$ cat config.mk
export PLATFORM = sky130hd
export DESIGN_NAME = keyed_watchdog
export DESIGN_NICKNAME = d
export VERILOG_FILES = /design/src/rtl/keyed_watchdog_pkg.sv /design/src/rtl/kwd_down_counter.sv /design/src/rtl/kwd_pulse_gen.sv /design/src/rtl/kwd_bus_regs.sv /design/src/rtl/keyed_watchdog.sv
export SDC_FILE = /design/constraint.sdc
export NUM_CORES = 1
export LEC_CHECK = 0
export BUFFER_PORTS_ARGS = -buffer_cell sky130_fd_sc_hd__buf_4
export CORE_UTILIZATION = 32
export DETAILED_ROUTE_END_ITERATION = 8
export HOLD_SLACK_MARGIN = 0.06
export SLEW_MARGIN = 0
export SYNTH_ARGS = -nofsm -noshare
export SYNTH_HDL_FRONTEND = slang
export SYNTH_SLANG_ARGS = --single-unit
$ cat constraint.sdc
create_clock -name clk -period 3.6 [get_ports clk]
set_input_delay 0.72 -clock clk [delete_from_list [all_inputs] [get_ports clk]]
set_output_delay 0.72 -clock clk [all_outputs]
set_load 0.1 [all_outputs]
$ cat src/rtl/keyed_watchdog_pkg.sv
package keyed_watchdog_pkg;

   // Byte offsets decoded on the register bus
   localparam int unsigned OFS_COUNT = 32'h14;
   localparam int unsigned OFS_CTRL  = 32'h18;
   localparam int unsigned OFS_KEY   = 32'h1C;
   localparam int unsigned OFS_STAT  = 32'h20;

   localparam logic [15:0] UNLOCK_CODE = 16'h482E;

   localparam int STAT_PEND = 3;
   localparam int STAT_WARM = 4;

   // Packed: rst_on is bit 0, irq_on bit 1, run bit 2
   typedef struct packed {
      logic run;
      logic irq_on;
      logic rst_on;
   } ctrl_t;

endpackage

$ cat src/rtl/kwd_down_counter.sv
module kwd_down_counter #(
   parameter int DATA_W = 32
) (
   input  logic              clk,
   input  logic              rst,
   input  logic              load,
   input  logic [DATA_W-1:0] load_val,
   input  logic              run,
   output logic [DATA_W-1:0] cnt,
   output logic              expire
);

   logic armed;

   assign expire = run && armed && (cnt == '0);

   always_ff @(posedge clk) begin
      if (rst) begin
         cnt   <= '0;
         armed <= 1'b0;
      end else if (load) begin
         cnt   <= load_val;
         armed <= 1'b1;
      end else begin
         if (expire)
            armed <= 1'b0;
         if (run && (cnt != '0))
            cnt <= cnt - 1'b1;
      end
   end

   assert_step_down_R5: assert property (@(posedge clk) disable iff (rst)
      (run && cnt != '0 && !load) |=> (cnt == $past(cnt) - 1'b1));

   assert_hold_idle_R5: assert property (@(posedge clk) disable iff (rst)
      (!run && !load) |=> $stable(cnt));

   assert_no_wrap_R6: assert property (@(posedge clk) disable iff (rst)
      (cnt == '0 && !load) |=> (cnt == '0));

   assert_one_expiry_R8: assert property (@(posedge clk) disable iff (rst)
      (expire && !load) |=> !expire);

endmodule

$ cat src/rtl/kwd_pulse_gen.sv
module kwd_pulse_gen #(
   parameter int PULSE_CYCLES = 4
) (
   input  logic clk,
   input  logic rst,
   input  logic trigger,
   output logic pulse
);

   localparam int CW = $clog2(PULSE_CYCLES + 1);

   generate
      if (PULSE_CYCLES < 1) begin : g_bad_len
         $error("PULSE_CYCLES must be at least 1");
      end else if (PULSE_CYCLES == 1) begin : g_single
         always_ff @(posedge clk) begin
            if (rst) pulse <= 1'b0;
            else     pulse <= trigger;
         end
      end else begin : g_count
         logic [CW-1:0] left;
         always_ff @(posedge clk) begin
            if (rst)               left <= '0;
            else if (trigger)      left <= CW'(PULSE_CYCLES);
            else if (left != '0)   left <= left - 1'b1;
         end
         assign pulse = (left != '0);
      end
   endgenerate

   assert_pulse_start_R8: assert property (@(posedge clk) disable iff (rst)
      trigger |=> pulse);

   assert_pulse_cause_R8: assert property (@(posedge clk) disable iff (rst)
      $rose(pulse) |-> $past(trigger));

endmodule

$ cat src/rtl/kwd_bus_regs.sv
module kwd_bus_regs
   import keyed_watchdog_pkg::*;
#(
   parameter int DATA_W = 32,
   parameter int ADDR_W = 8
) (
   input  logic              clk,
   input  logic              por_n,
   input  logic              warm_rst_n,
   input  logic              wr_en,
   input  logic [ADDR_W-1:0] addr,
   input  logic [DATA_W-1:0] wdata,
   input  logic [DATA_W-1:0] cnt_val,
   input  logic              expire,
   output ctrl_t             ctrl,
   output logic              load_cnt,
   output logic              pending,
   output logic              warm_flag,
   output logic [DATA_W-1:0] rdata
);

   logic soft_rst;
   logic unlocked;
   logic sel_cnt, sel_ctrl, sel_key, sel_stat;
   logic key_match;

   assign soft_rst  = !por_n || !warm_rst_n;
   assign sel_cnt   = (addr == ADDR_W'(OFS_COUNT));
   assign sel_ctrl  = (addr == ADDR_W'(OFS_CTRL));
   assign sel_key   = (addr == ADDR_W'(OFS_KEY));
   assign sel_stat  = (addr == ADDR_W'(OFS_STAT));
   assign key_match = (wdata == DATA_W'(UNLOCK_CODE));
   assign load_cnt  = wr_en && sel_cnt && unlocked;

   always_ff @(posedge clk) begin
      if (soft_rst)
         unlocked <= 1'b0;
      else if (wr_en && sel_key)
         unlocked <= key_match;
   end

   always_ff @(posedge clk) begin
      if (soft_rst)
         ctrl <= '0;
      else if (wr_en && sel_ctrl && unlocked)
         ctrl <= ctrl_t'(wdata[2:0]);
   end

   always_ff @(posedge clk) begin
      if (soft_rst)
         pending <= 1'b0;
      else if (expire)
         pending <= 1'b1;
      else if (wr_en && sel_stat && wdata[STAT_PEND])
         pending <= 1'b0;
   end

   // Sticky: only power-on reset clears it, never the warm reset
   always_ff @(posedge clk) begin
      if (!por_n)
         warm_flag <= 1'b0;
      else if (expire && ctrl.rst_on)
         warm_flag <= 1'b1;
      else if (wr_en && sel_stat && wdata[STAT_WARM])
         warm_flag <= 1'b0;
   end

   always_comb begin
      rdata = '0;
      if (sel_cnt)
         rdata = cnt_val;
      else if (sel_ctrl)
         rdata[2:0] = ctrl;
      else if (sel_key)
         rdata[0] = unlocked;
      else if (sel_stat) begin
         rdata[STAT_PEND] = pending;
         rdata[STAT_WARM] = warm_flag;
      end
   end

   assert_locked_ctrl_R3: assert property (@(posedge clk) disable iff (soft_rst)
      (wr_en && sel_ctrl && !unlocked) |=> $stable(ctrl));

   assert_key_state_R2: assert property (@(posedge clk) disable iff (soft_rst)
      (wr_en && sel_key) |=> (unlocked == $past(key_match)));

   assert_pend_set_R6: assert property (@(posedge clk) disable iff (soft_rst)
      expire |=> pending);

   assert_warm_sticky_R9: assert property (@(posedge clk) disable iff (!por_n)
      (warm_flag && !(wr_en && sel_stat && wdata[STAT_WARM])) |=> warm_flag);

endmodule

$ cat src/rtl/keyed_watchdog.sv
module keyed_watchdog
   import keyed_watchdog_pkg::*;
#(
   parameter int DATA_W       = 32,
   parameter int ADDR_W       = 8,
   parameter int PULSE_CYCLES = 4
) (
   input  logic              clk,
   input  logic              por_n,
   input  logic              warm_rst_n,
   input  logic              bus_we,
   input  logic [ADDR_W-1:0] bus_addr,
   input  logic [DATA_W-1:0] bus_wdata,
   output logic [DATA_W-1:0] bus_rdata,
   output logic              irq,
   output logic              reset_req
);

   generate
      if (DATA_W < 16) begin : g_bad_data
         $error("DATA_W must hold the 16-bit unlock code");
      end
      if (ADDR_W < 6) begin : g_bad_addr
         $error("ADDR_W must reach offset 0x20");
      end
   endgenerate

   ctrl_t             ctrl;
   logic              load_cnt;
   logic              pending;
   logic              warm_flag;
   logic              expire;
   logic [DATA_W-1:0] cnt;
   logic              state_rst;

   assign state_rst = !por_n || !warm_rst_n;

   kwd_bus_regs #(.DATA_W(DATA_W), .ADDR_W(ADDR_W)) u_regs (
      .clk        (clk),
      .por_n      (por_n),
      .warm_rst_n (warm_rst_n),
      .wr_en      (bus_we),
      .addr       (bus_addr),
      .wdata      (bus_wdata),
      .cnt_val    (cnt),
      .expire     (expire),
      .ctrl       (ctrl),
      .load_cnt   (load_cnt),
      .pending    (pending),
      .warm_flag  (warm_flag),
      .rdata      (bus_rdata)
   );

   kwd_down_counter #(.DATA_W(DATA_W)) u_count (
      .clk      (clk),
      .rst      (state_rst),
      .load     (load_cnt),
      .load_val (bus_wdata),
      .run      (ctrl.run),
      .cnt      (cnt),
      .expire   (expire)
   );

   // Runs on power-on reset only, so a warm reset driven by this pulse does not cut it short
   kwd_pulse_gen #(.PULSE_CYCLES(PULSE_CYCLES)) u_pulse (
      .clk     (clk),
      .rst     (!por_n),
      .trigger (expire && ctrl.rst_on),
      .pulse   (reset_req)
   );

   assign irq = pending && ctrl.irq_on;

   assert_flag_with_pulse_R9: assert property (@(posedge clk) disable iff (!por_n)
      $rose(reset_req) |-> warm_flag);

   assert_irq_needs_event_R7: assert property (@(posedge clk) disable iff (state_rst)
      $rose(irq) |-> (pending && $past(expire || (pending && !ctrl.irq_on))));

endmodule

==> impl_metrics.py <==
metrics = {
    "route": {
        "dr.pass1.iters": 5,
        "drt_wl_total_um": 8050,
        "post-route-drc-count": 0,
        "ant_nets": 0,
        "drt_iter0_drc": 153,
        "wl_per_cell_um": 15.4,
        "vias": 2751,
        "vias_per_cell": 5.27,
    },
    "synth": {
        "ys.flop_type": "dfxtp_1",
        "synth_area_leader_cell": "dfxtp_1",
        "syn_avg_cell_area_um2": 7.81,
        "async_flop_share_pct": 0,
        "yosys_warnings": 0,
        "synth_edf_count": 0,
        "synth_area_leaders": "dfxtp_1 (31%), and2_1 (6.9%), o21ai_0 (5.4%), a21oi_1 (4.8%), xor2_1 (4.5%)",
        "ys_seq_area_share_pct": 31.1,
        "syn_nets": 394,
        "synthesis.area_um2": 2700,
        "synth_cells": 346,
        "yosysUniqueCellTypes": 48,
        "synth_top_area_share_pct": 31.1,
        "ys_ff_latch": 42,
    },
    "global_routing": {
        "globalRouteTotalUtil_pct": 18.6,
        "grt_remaining_overflow": 0,
        "grt_pass1_wl_um": 12900,
        "antenna_found_initial": 0,
        "grt_pass1_vias": 2580,
        "use_met3_pct": 2.83,
        "grt_max_degree": 30,
        "grtUsageMet1_pct": 26.1,
        "busiest_layer": "met2",
        "grt_util_met2_pct": 29.4,
    },
    "worst_setup_path": {
        "startpoint_type": "input port",
        "cp_cell_sequence": "buf_4 -> or4_1 -> or3b_1 -> nor2b_1 -> buf_12 -> and2_2 -> buf_4",
        "path_common_cell": "buf_4",
        "cp_slowest_cell": "or4_1",
        "cp-end-kind": "output pin",
        "required_ns": 2.88,
        "max_stage_delay_ns": 0.53,
        "critPathKind": "in2out",
        "crit_fanout": 29,
        "crit_arrival_ns": 2.64,
    },
    "die": {
        "fp.dieArea_um2": 8820,
        "die_h_um": 93.9,
        "num_rows": 33,
        "initial_core_util_pct": 33.1,
        "boundaryPins": 78,
        "die_width_um": 93.9,
        "core_area_um2": 8180,
    },
    "clock_tree": {
        "numCtsBuffers": 5,
        "path_clk_slew_ns": 0.08,
        "cts.sinks": 42,
        "ctsHoldBuffers": 0,
        "cts_htree_levels": 2,
        "insertion_delay_ns": 0.30,
        "cts_tree": "built",
        "post_cts_buffers": 0,
        "post_cts_resized": 0,
        "cts-root-buf": "clkbuf_8",
        "clk_path_buf_depth": 2,
    },
    "sta": {
        "fin_tns_setup_ns": 0,
        "finClkSkew_ns": 0.00785,
        "final.min_clock_period_ns": 3.36,
        "relSlewSlack_pct": 47.3,
        "final_hold_viol_count": 0,
        "slew_violations": 0,
        "period_share_pct": 93.5,
        "setup_viol": 0,
        "max_freq_mhz": 297,
        "rsz0062_at_grt": "no",
        "worst_pin_slew_ns": 0.791,
    },
    "layout": {
        "layout-drive-gt1-share_pct": 32.1,
        "final_cell_count_no_fill": 522,
        "final_nets": 464,
        "n_antenna_cell": 0,
        "area_growth_pct": 30.7,
    },
    "power_and_ir_drop": {
        "irDropWorstVdd_v": 0.000394,
        "report.power.total_uw": 1060,
        "power_density_nw_per_um2": 300,
        "leakage_uw": 0.00139,
    },
    "status": {
        "outcome": "finished, final reports clean",
    },
    "place": {
        "gp_congestion": 0.833,
        "dp_cells": 514,
        "hpwl_um": 6070,
        "portBuffers": 77,
    },
    "worst_hold_path": {
        "hp-class": "reg2reg",
    },
    "flow_run": {
        "maxCapViolCount": 0,
    },
}
[flip-flops by register name, indices dropped and copies added, names as in the netlist]
| name | cells |
|---|---|
| u_count.cnt | 32 |
| u_pulse.g_count.left | 3 |
| u_regs.ctrl | 3 |
| u_count.armed | 1 |
| u_regs.pending | 1 |
| u_regs.unlocked | 1 |
| u_regs.warm_flag | 1 |
[placed cells by master, fill, tap and decap left out, types with 8 or more instances in the layout]
cell type and instances:
dfxtp_1 42, nor4_1 13, a21oi_1 26, nor2_1 29, nor3_1 10, nand2_1 15, xor2_1 14, inv_1 10
o21ai_0 29, buf_4 83, nand4_1 8, nand3_1 16, and2_2 27
[critical path, delay by kind of cell]
family | cells | cell delay, ns
buf+inv | 3 | 0.57
simple gates | 4 | 1.32
[cell usage after synthesis, types with 3 or more instances]
cell,n
clkbuf_1,17
a211oi_1,3
nor4b_1,4
nor2_1,29
or3_1,5
a22oi_1,3
a31oi_1,6
nand4_1,8
nor4_1,13
nand2_1,15
inv_1,10
o21ai_0,29
nor3_1,10
xor2_1,14
mux2i_1,7
buf_2,3
or4_2,3
ha_1,4
nor2b_1,4
a21oi_1,26
nand3_1,16
xnor2_1,7
or4_1,7
and2_1,30
dfxtp_1,42
[where the power goes]
group,leakage (µW),internal (µW),switching [µW]
combinational,0.00100,73.2,125
sequential,0.000339,474,5.49
clock,0.0000514,207,175
total,0.00139,754,305
[path summary, 6_finish.rpt]
kind | start | endpoint | slack [ns] | cells after the start
max reg2reg | u_count.cnt[18] | u_count.cnt[4] | 1.03 | 6
max | bus_addr[7] | bus_rdata[30] | 0.24 | 7
min reg2reg | u_regs.warm_flag | u_regs.warm_flag | 0.50 | 2
min | u_regs.warm_flag | u_regs.warm_flag | 0.50 | 2
[per-stage QoR]
stage | utilization (%) | instance area (µm²) | hold WS (ns) | setup slack (ns)
global route | 43.2 | 3530 | 0.538 | 0.124
finish | 43.2 | 3530 | 0.498 | 0.236
floorplan | - | 2740 | 0.443 | -0.172
CTS | 43.2 | 3530 | 0.501 | 0.226
global placement | 41.9 | 3420 | 0.473 | 0.271
detailed placement | 41.9 | 3420 | 0.489 | 0.238
[metal layers]
layer  share of wire (%)  up-vias
met2                  46       65
met3                 4.9        7
met4                 1.2        0
met5                   0        -
li1                    -     1407
met1                  48     1272
[logic make-up after synthesis]
group	synth area share, %
AND/OR/NAND/NOR	35.0
AO/OA/AOI/OAI	17.0
flip-flops	31.1
buffers and inverters	4.72
XOR/XNOR	6.81
multiplexers	3.43
adder cells (fa/ha/maj)	1.85
[area by class of cell]
type	count	area (µm²)
flip-flops and latches	42	841
fillers	860	4640
well taps	105	131
repair buffers	84	643
multi-input cells	273	1770
inverters	10	37.5
clock buffers	6	72.6
clock inverters	2	37.5
(Power assumes the default switching activity.)
